==> config.mk <==
export PLATFORM = sky130hd
export DESIGN_NAME = ext_irq_detect
export DESIGN_NICKNAME = d
export VERILOG_FILES = /design/src/rtl/eid_pkg.sv /design/src/rtl/eid_sync.sv /design/src/rtl/eid_combine.sv /design/src/rtl/eid_detect.sv /design/src/rtl/ext_irq_detect.sv
export SDC_FILE = /design/constraint.sdc
export NUM_CORES = 1
export LEC_CHECK = 0
export BUFFER_PORTS_ARGS = -buffer_cell sky130_fd_sc_hd__buf_2
export CORE_AREA = 2 2 39 41
export CTS_BUF_LIST = sky130_fd_sc_hd__clkbuf_4
export CTS_CLUSTER_DIAMETER = 40
export DETAILED_ROUTE_END_ITERATION = 8
export DIE_AREA = 0 0 41 43
export PLACE_DENSITY = 0.59
export SETUP_SLACK_MARGIN = 0.5
export SLEW_MARGIN = 20
export SYNTH_ARGS = -nofsm -noshare
export SYNTH_HDL_FRONTEND = slang
export SYNTH_SLANG_ARGS = --single-unit
==> constraint.sdc <==
create_clock -name clk_i -period 2.9 [get_ports clk_i]
set_clock_uncertainty 0.15 [all_clocks]
set_input_delay 0.29 -clock clk_i [delete_from_list [all_inputs] [get_ports clk_i]]
set_output_delay 0.29 -clock clk_i [all_outputs]
set_load 0.02 [all_outputs]
==> src/rtl/eid_pkg.sv <==
package eid_pkg;

    typedef enum logic [1:0] {
        SENSE_LOW  = 2'b00,
        SENSE_RISE = 2'b01,
        SENSE_FALL = 2'b10,
        SENSE_BOTH = 2'b11
    } sense_e;

    typedef struct packed {
        logic   pend;
        logic   line_prev;
        sense_e sense;
    } det_state_t;

endpackage

==> src/rtl/eid_sync.sv <==
module eid_sync #(
    parameter int W      = 4,
    parameter int STAGES = 2
) (
    input  logic         clk_i,
    input  logic         rst_ni,
    input  logic [W-1:0] d_i,
    output logic [W-1:0] q_o
);
    localparam int LAST = STAGES - 1;

    logic [STAGES-1:0][W-1:0] stg_d, stg_q;

    always_comb begin
        stg_d[0] = d_i;
        for (int i = 1; i < STAGES; i++) begin
            stg_d[i] = stg_q[i-1];
        end
    end

    always_ff @(posedge clk_i or negedge rst_ni) begin
        if (!rst_ni) stg_q <= '1;
        else         stg_q <= stg_d;
    end

    assign q_o = stg_q[LAST];
endmodule

==> src/rtl/eid_combine.sv <==
module eid_combine #(
    parameter int W = 4
) (
    input  logic [W-1:0] pins_i,
    input  logic [W-1:0] en_i,
    output logic         line_o
);
    logic [W-1:0] gated;
    logic         nand_out;

    for (genvar g = 0; g < W; g++) begin : g_gate
        // a disabled pin is forced to the idle (high) level
        assign gated[g] = pins_i[g] | ~en_i[g];
    end

    assign nand_out = ~&gated;
    // back to pin polarity: high only when every enabled pin is high
    assign line_o   = ~nand_out;
endmodule

==> src/rtl/eid_detect.sv <==
module eid_detect
    import eid_pkg::*;
(
    input  logic       clk_i,
    input  logic       rst_ni,
    input  logic       line_i,
    input  logic [1:0] sense_i,
    input  logic       ack_i,
    output logic       irq_o
);
    det_state_t st_d, st_q;
    sense_e     mode;
    logic       rise, fall, evt, mode_chg;

    always_comb begin
        mode     = sense_e'(sense_i);
        rise     = line_i & ~st_q.line_prev;
        fall     = ~line_i & st_q.line_prev;
        mode_chg = (mode != st_q.sense);
        unique case (mode)
            SENSE_RISE: evt = rise;
            SENSE_FALL: evt = fall;
            SENSE_BOTH: evt = rise | fall;
            default:    evt = 1'b0;
        endcase

        st_d           = st_q;
        st_d.line_prev = line_i;
        st_d.sense     = mode;
        if (mode_chg || mode == SENSE_LOW) st_d.pend = 1'b0;
        else if (evt)                      st_d.pend = 1'b1;
        else if (ack_i)                    st_d.pend = 1'b0;

        irq_o = (mode == SENSE_LOW) ? ~line_i : st_q.pend;
    end

    always_ff @(posedge clk_i or negedge rst_ni) begin
        if (!rst_ni) begin
            st_q.pend      <= 1'b0;
            st_q.line_prev <= 1'b1;
            st_q.sense     <= SENSE_LOW;
        end else begin
            st_q <= st_d;
        end
    end
endmodule

==> src/rtl/ext_irq_detect.sv <==
module ext_irq_detect #(
    parameter int NPINS       = 4,
    parameter int SYNC_STAGES = 2
) (
    input  logic             clk_i,
    input  logic             rst_ni,
    input  logic [NPINS-1:0] pin_i,
    input  logic [NPINS-1:0] pin_en_i,
    input  logic [1:0]       sense_i,
    input  logic             ack_i,
    output logic             irq_o,
    output logic             wake_o
);
    logic [NPINS-1:0] pin_sync;
    logic             line_w;
    logic             irq_w;

    eid_sync #(.W(NPINS), .STAGES(SYNC_STAGES)) u_sync (
        .clk_i  (clk_i),
        .rst_ni (rst_ni),
        .d_i    (pin_i),
        .q_o    (pin_sync)
    );

    eid_combine #(.W(NPINS)) u_comb (
        .pins_i (pin_sync),
        .en_i   (pin_en_i),
        .line_o (line_w)
    );

    eid_detect u_det (
        .clk_i   (clk_i),
        .rst_ni  (rst_ni),
        .line_i  (line_w),
        .sense_i (sense_i),
        .ack_i   (ack_i),
        .irq_o   (irq_w)
    );

    assign irq_o  = irq_w;
    assign wake_o = irq_w;
endmodule

# Word level (Yosys, flattened, before mapping)
# Cells that the tools add are included.
# W data, S select, Z words.
[word_totals]
register_bits = 12
in_bits = 13
out_inout_bits = 2
[op_classes]
bitwise_logic = 13
reduce_logical = 4
n_mux = 5
eq_ne = 4
[ops]
columns = ["cell", "count"]
rows = [
  ["$not A1 Y1", 6],
  ["$or A1 B1 Y1", 5],
  ["$eq A2 B2 Y1 const B", 2],
  ["$mux W1", 4],
  ["$reduce_and A4 Y1", 1],
  ["$pmux W1 S3", 1],
  ["$reduce_bool A3 Y1", 1],
  ["$and A1 B1 Y1", 2],
  ["$eq A2 B1 Y1 const B", 1],
  ["$logic_not A2 Y1", 1],
  ["$ne A2 B2 Y1", 1],
  ["$logic_or A1 B1 Y1", 1],
]

# Logic depth before layout (Yosys ltp)
# Gate-level depths: netlist (run 1).
[logic_depth]
depth_word = 9
depth_mapped = 6

# Modules after synthesis
# Synthesis (run 1) repeated with hierarchy kept, for this count alone.
[hier_totals]
hier_cells = 35
area_unflattened_um2 = 475.5
[by_module_without_submodules]
columns = ["module", "area_each_um2", "cells_per_inst", "instances"]
rows = [
  ["eid_sync", 210.2, 8, 1],
  ["eid_detect", 207.7, 21, 1],
  ["eid_combine", 50.0, 5, 1],
  ["ext_irq_detect", 7.5, 1, 1],
]

# Worst setup path before layout (run 1)
# Ideal clock, no wire load.
[synth_path]
path_type = "register to register"
start = "reg u_sync.stg_q, in the netlist u_sync.q_o[1]"
end = "reg u_det.st_q[3] (netlist bit)"
slack_ps = 1135
setup_ps = 87
period_less_slack_ps = 1765
t_arrival_ps = 1528
n_path_buf = 0
required_ps = 2663
stages_incl_launch_ff = 7
path_cell_list = "dfstp_2 > nor2b_4 > a2111o_1 > ha_1 > nand2_1 > o21ai_0 > a22oi_1"
[synth_via]
elab_chain_cells = 8
elab_cells_between_ends = 10
cone_classes = "3 x mux; 5 x bitwise; 2 x reduce/logical"
[synth_lines]
columns = ["element", "line_no", "rtl"]
rows = [
  ["from (decl)", "eid_sync.sv:12", "logic [STAGES-1:0][W-1:0] stg_d, stg_q;"],
  ["from (signal assigned)", "eid_sync.sv:23", "else stg_q <= stg_d;"],
  ["$or A1 B1 Y1 (*)", "eid_combine.sv:13", "assign gated[g] = pins_i[g] | ~en_i[g];"],
  ["$reduce_and A4 Y1 (*)", "eid_combine.sv:16", "assign nand_out = ~&gated;"],
  ["$not A1 Y1", "eid_detect.sv:18", "fall = ~line_i & st_q.line_prev;"],
  ["$and A1 B1 Y1", "eid_detect.sv:18", ""],
  ["$or A1 B1 Y1", "eid_detect.sv:23", "SENSE_BOTH: evt = rise | fall;"],
  ["$pmux W1 S3 (*)", "eid_detect.sv:20", "unique case (mode)"],
  ["$mux W1", "eid_detect.sv:31", "else if (evt) st_d.pend = 1'b1;"],
  ["$mux W1", "eid_detect.sv:30", "if (mode_chg || mode == SENSE_LOW) st_d.pend = 1'b0;"],
  ["to (signal assigned)", "eid_detect.sv:43", "st_q <= st_d;"],
  ["to (decl)", "eid_detect.sv:11", "det_state_t st_d, st_q;"],
]
# Mark *: on every way between the ends. The rest lies on a longest branch, timed or not.
# A chain may end at the register's enable or synchronous reset.

# Final worst setup path (run 1)
[layout_path]
start = "reg u_sync.stg_q, in the netlist u_sync.q_o[1]"
end = "out irq_o"
[layout_via]
elab_chain_cells = 4
[layout_lines]
columns = ["element", "line_no", "rtl"]
rows = [
  ["$or A1 B1 Y1", "eid_combine.sv:13", ""],
  ["$reduce_and A4 Y1", "eid_combine.sv:16", ""],
  ["net line_w", "ext_irq_detect.sv:15", "logic line_w;"],
  ["$not A1 Y1", "eid_detect.sv:34", "irq_o = (mode == SENSE_LOW) ? ~line_i : st_q.pend;"],
  ["$mux W1", "eid_detect.sv:34", ""],
  ["to (decl)", "ext_irq_detect.sv:11", "output logic irq_o,"],
]
# The timed path passes the listed nets, and every way through them passes these cells.

==> impl_metrics.tcl, run 1 <==
set metrics [dict create \
    slew_headroom 0.836 \
    grt_max_degree 13 \
    synthMuxAreaShare 0 \
    cts_buffer_depth 2 \
    fp.dieArea_um2 1760 \
    root_buffer "clkbuf_4" \
    place_inst 64 \
    async_flop_share 1.00 \
    wl_per_cell_um 9.60 \
    netlist_area_um2 469 \
    cts_sinks 12 \
    ys_warn_count 0 \
    viasPerCell 4.19 \
    synthXorXnorAreaFrac 0.0187 \
    cp_max_fo 3 \
    ys_ff_latch 12 \
    setup-violations-final 0 \
    synthAdderAreaFrac 0.0533 \
    drv_slew 0 \
    dr_total_vias 306 \
    antenna_found_initial 0 \
    cts-resized-gates 0 \
    synth_top_family_by_area "simple AND/OR/NAND/NOR gates" \
    holdCritPathClass "in2reg" \
    syn_nets 50 \
    synth_compound_area_frac 0.0987 \
    rsz0062_at_grt "no" \
    drt_iter0_drc 2 \
    yosys.area_share.simple 0.117 \
    finalHoldViolCount 0 \
    synth_area_leader_cell "dfstp_2" \
    drive_gt1_frac 0.509 \
    cellPowerDensity_nw_per_um2 516 \
    synth_cell_types 18 \
    power_mw 0.324 \
    period_needed_ns 1.99 \
    avgSynthCellArea_um2 13.4 \
    ys.flop_type "dfstp_2" \
    yosysMostFrequentCell "dfstp_2" \
    initial_utilization 0.339 \
    path_clk_slew_ns 0.07 \
    grt_pass1_wl_mm 1.24 \
    status "completed" \
    numCtsBuffers 3 \
    die_h_um 43 \
    hold_slack_ns 0.0325 \
    flow.area_growth_from_synthesis_pct 33.9 \
    grt_overflow 0 \
    end_kind "output pin" \
    yosys.area.top_type_share 0.504 \
    maxCapViolations 0 \
    syn_inst 35 \
    numPortBuffers 14 \
    insertion_delay_ns 0.26 \
    synth.yosys.seq_area_share 0.664 \
    fillers 135 \
    peakVddDrop_uv 253 \
    num_rows 14 \
    cp.arrival_ns 1.55 \
    track_usage 0.114 \
    cts_tree "done" \
    num_antenna_cells 0 \
    postRouteAntennaNets 0 \
    pin_count 15 \
    worstMarginPinSlew_ns 0.247 \
    drc_errors 0 \
    nets 73 \
    gp_congestion 0.670 \
    crit_required_ns 2.46 \
    synth_enable_flop_cells 0 \
    startpoint_type "flip-flop" \
    critPathKind "reg2out" \
    netlist_top_cells_area "dfstp_2 (50%), dfrtp_1 (16%), ha_1 (5.3%)" \
    die_x_um 41 \
    grt_pass1_vias 316 \
    ys_top_cells_by_count "dfstp_2 (9), nor2b_1 (4), dfrtp_1 (3), inv_1 (3)" \
    htree_num_levels 1 \
    stdcell_count 73 \
    fin_crit_sh 0.687 \
    routed_wl_um 701 \
    core_um2 1380 \
    fmax_mhz 502 \
    setup_tns_ns 0 \
    dp_hpwl_um 509 \
    leakage_nw 0.296 \
    drtPass1Iterations 4 \
]
==> cell usage in the layout, fill, tap and decap left out <==
cell           count
nor2_1             2
nor2b_4            1
a21oi_2            1
a21oi_1            1
ha_1               2
nand3_1            1
clkbuf_4           3
clkinv_1           1
dlygate4sd3_1      5
a22oi_1            1
a2111o_1           1
buf_2             14
nand2_1            1
dfrtp_1            3
dfstp_2            9
inv_2              1
o21ai_0            1
xnor2_1            1
nor2b_1            4
inv_1              3
o2111ai_1          1
==> state kept, by name, indices dropped and copies added (netlist names) <==
signal        flops
u_det.st_q        4
u_sync.q_o        4
u_sync.stg_d      4
==> logic make-up (layout without fill, tap and decap cells) <==
| kind of cell | after synthesis | count (layout) |
|---|---|---|
| adders and majority gates | 2 | 2 |
| AOI/OAI and AO/OA | 6 | 6 |
| buffers and inverters | 5 | 27 |
| xor gates and xnor gates | 1 | 1 |
| and+or+nand+nor | 9 | 9 |
| DFF | 12 | 12 |
==> path summary, 6_finish.rpt <==
check / to / depth (start not counted) / slack (ns) / from
min in group asynchronous: u_det.st_q[0] / 2 / 0.27 / rst_ni
min: u_det.st_q[1] / 1 / 0.03 / sense_i[1]
max: irq_o / 5 / 0.91 / u_sync.q_o[1]
max reg2reg: u_det.st_q[3] / 6 / 1.06 / u_sync.q_o[1]
max in group asynchronous: u_det.st_q[2] / 2 / 2.07 / rst_ni
min reg2reg: u_sync.q_o[0] / 0 / 0.21 / u_sync.stg_d[4]
==> area by class of cell <==
type / count / area [um2] / share of cell area
Timing Repair Buffer: 19 / 120 / 0.191
Inverter: 4 / 15.0 / 0.0239
Clock inverter: 1 / 3.75 / 0.00598
Clock buffer: 3 / 22.5 / 0.0359
Tap cell: 16 / 20.0 / 0.0319
Multi-Input combinational cell: 18 / 135 / 0.215
Sequential cell: 12 / 312 / 0.496
==> worst max-delay path: stages, from the launching register on <==
cell and delay, ns:
dfstp_2 0.54, nor2b_4 0.04, a2111o_1 0.41, inv_2 0.09, a21oi_2 0.05, buf_2 0.16
==> layer usage <==
| layer | part of all wire | up-vias | track usage |
|---|---|---|---|
| li1 | - | 161 | - |
| met1 | 0.42 | 138 | 0.134 |
| met2 | 0.52 | 5 | 0.150 |
| met3 | 0.044 | 2 | 0.0471 |
| met4 | 0.011 | 0 | 0.100 |
| met5 | 0 | - | 0 |
==> through the flow <==
step	worst slack [ns]	util	area (um2)
2_1_floorplan	1.13	-	469
3_3_place_gp	1.09	0.399	552
3_5_place_dp	1.06	0.399	552
4_1_cts	0.875	0.454	628
5_1_grt	0.834	0.454	628
6_report	0.907	0.454	628
==> repair_timing <==
item,CTS,global route
hold buffers,5,0
hold endpoints to repair,16,0
buffers inserted,0,0
==> report_power, final <==
part	internal (mW)	leakage [nW]	switching [mW]	total (mW)
Sequential	0.182	0.132	0.00348	0.185
Clock	0.0497	0.0154	0.0492	0.0988
Combinational	0.0206	0.150	0.0197	0.0403
Power figures use the tool's default switching activity.
==> run 2, diff against run 1 <==
==> constraint.sdc (replaced) <==
create_clock -name clk_i -period 1.91 [get_ports clk_i]
set_clock_uncertainty 0.15 [all_clocks]
set_input_delay 0.191 -clock clk_i [delete_from_list [all_inputs] [get_ports clk_i]]
set_output_delay 0.191 -clock clk_i [all_outputs]
set_load 0.02 [all_outputs]
==> run 2 against run 1 <==
First-iteration DRC count grew to 3.0 times the previous value. Design area grew 12%. Total power grew 59%. Worst hold slack improved by 0.029 ns. Final cell count grew 6.8%. Non-clock buffer count increased by 5. Critical path depth unchanged. Sequential share of layout area shrank 5.1 points. Register-to-register slack got worse by 1.0 ns. Critical endpoint is now wake_o.
==> impl_metrics.tcl, run 2 (synthesized netlist as in run 1, its figures left out) <==
set metrics [dict create \
    numPortBuffers 14 \
    path_cells "nor2b_1, a2111o_1, inv_2, a21oi_4, buf_2" \
    cp.arrival_ns 1.53 \
    peakVddDrop_uv 316 \
    fmax_mhz 535 \
    maxCapViolations 0 \
    cts_sinks 12 \
    cts_tree "done" \
    final_common_cell "buf_2" \
    routed_wl_um 799 \
    mostFrequentLayoutCells "buf_2 (14), dfstp_2 (9), dlygate4sd3_1 (7), nor2b_1 (4)" \
    antenna_found_initial 0 \
    numCtsBuffers 3 \
    nets 78 \
    die_h_um 43 \
    period_needed_ns 1.87 \
    grt_util_met2 0.150 \
    initial_utilization 0.339 \
    regArea_um2 312 \
    crit_required_ns 1.57 \
    fin_crit_sh 0.979 \
    drive_gt1_frac 0.548 \
    use_met1 0.124 \
    wl_per_cell_um 10.2 \
    reg2reg_from "u_sync.q_o[3]" \
    power_mw 0.517 \
    root_buffer "clkbuf_4" \
    cp_max_fo 2 \
    pin_count 15 \
    track_usage 0.111 \
    gp_congestion 0.693 \
    status "completed" \
    holdCritPathClass "in2reg" \
    path_clk_slew_ns 0.07 \
    grt_max_degree 13 \
    viasPerCell 4.17 \
    core_um2 1380 \
    cts_buffer_depth 2 \
    dp_hpwl_um 503 \
    met3_usage 0.0628 \
    setup_tns_ns 0 \
    leakage_nw 0.323 \
    end_kind "output pin" \
    cellPowerDensity_nw_per_um2 737 \
    critPathKind "reg2out" \
    drc_errors 0 \
    place_inst 64 \
    hp-start "sense_i[1]" \
    drt_iter0_drc 6 \
    fp.dieArea_um2 1760 \
    flow.area_growth_from_synthesis_pct 49.3 \
    critPathMaxStageDelay_ns 0.52 \
    rsz0062_at_grt "yes" \
    finalHoldViolCount 0 \
    htree_num_levels 1 \
    grt_overflow 0 \
    postLayoutCoreUtil 0.506 \
    num_antenna_cells 0 \
    num_rows 14 \
    setup-violations-final 0 \
    dr_total_vias 325 \
    startpoint "u_sync.q_o[3]" \
    fillers 122 \
    stdcell_count 78 \
    insertion_delay_ns 0.26 \
    worstMarginPinSlew_ns 0.270 \
    multi_input_area_um2 161 \
    postRouteAntennaNets 0 \
    drtPass1Iterations 3 \
    grt_pass1_vias 291 \
    startpoint_type "flip-flop" \
    grt_busiest_layer "met2" \
    slew_headroom 0.820 \
    drv_slew 0 \
    grt_pass1_wl_mm 1.20 \
    crit_slowest_cell "dfstp_2" \
    die_x_um 41 \
]
## run 2: cell count changes in the layout (fill, tap and decap cells not counted), sizes merged
cell | before | now
dlygate4sd3 | 5 | 7
buf | 14 | 17
## run 2: stage by stage
step	hold slack, ns	setup WS [ns]	area [um2]
after global routing	0.0559	-0.0333	701
after detailed placement	-0.0813	0.153	559
after floorplan	-0.255	0.228	480
final	0.0619	0.0397	701
after global placement	-0.0777	0.149	559
after CTS	0.0472	0.0146	701
## run 2: worst paths after layout
path / endpoint / slack, ns / depth (start not counted)
max: wake_o / 0.04 / 5
min: u_det.st_q[3] / 0.06 / 3
max reg2reg: u_det.st_q[3] / 0.06 / 8
min reg2reg: u_sync.q_o[3] / 0.21 / 0
max in group asynchronous: u_sync.q_o[2] / 1.18 / 2
min in group asynchronous: u_det.st_q[3] / 0.18 / 2
## run 2: area by class of cell
class                           instances  area share
Multi-Input combinational cell         18       0.230
Clock buffer                            3      0.0321
Tap cell                               16      0.0286
Timing Repair Buffer                   24       0.238
Inverter                                4      0.0214
Clock inverter                          1     0.00536
Sequential cell                        12       0.445
## run 2: worst max-delay path, delay by kind of cell (launching register included)
family,cells,cell delay [ns]
buf+inv,2,0.25
compound gates,2,0.46
simple gates,1,0.03
flops,1,0.52
## run 2: per-layer routing
metal,vias up,part of all wire,wire length (um)
li1,169,-,-
met1,149,0.43,343
met2,7,0.52,412
met3,0,0.054,43
met4,0,0,0
met5,-,0,0
## run 2: power by group
| group | internal (mW) | switching, mW |
|---|---|---|
| clock | 0.0755 | 0.0779 |
| sequential | 0.276 | 0.00589 |
| combinational | 0.0442 | 0.0372 |
| total | 0.396 | 0.121 |
## run 2: what timing repair did
action,in CTS,in global routing
setup buffers,3,0
hold buffers,7,0
setup endpoints to repair,3,4
endpoints found under the hold margin,18,0
gates resized for setup,4,0
pin swaps,3,0
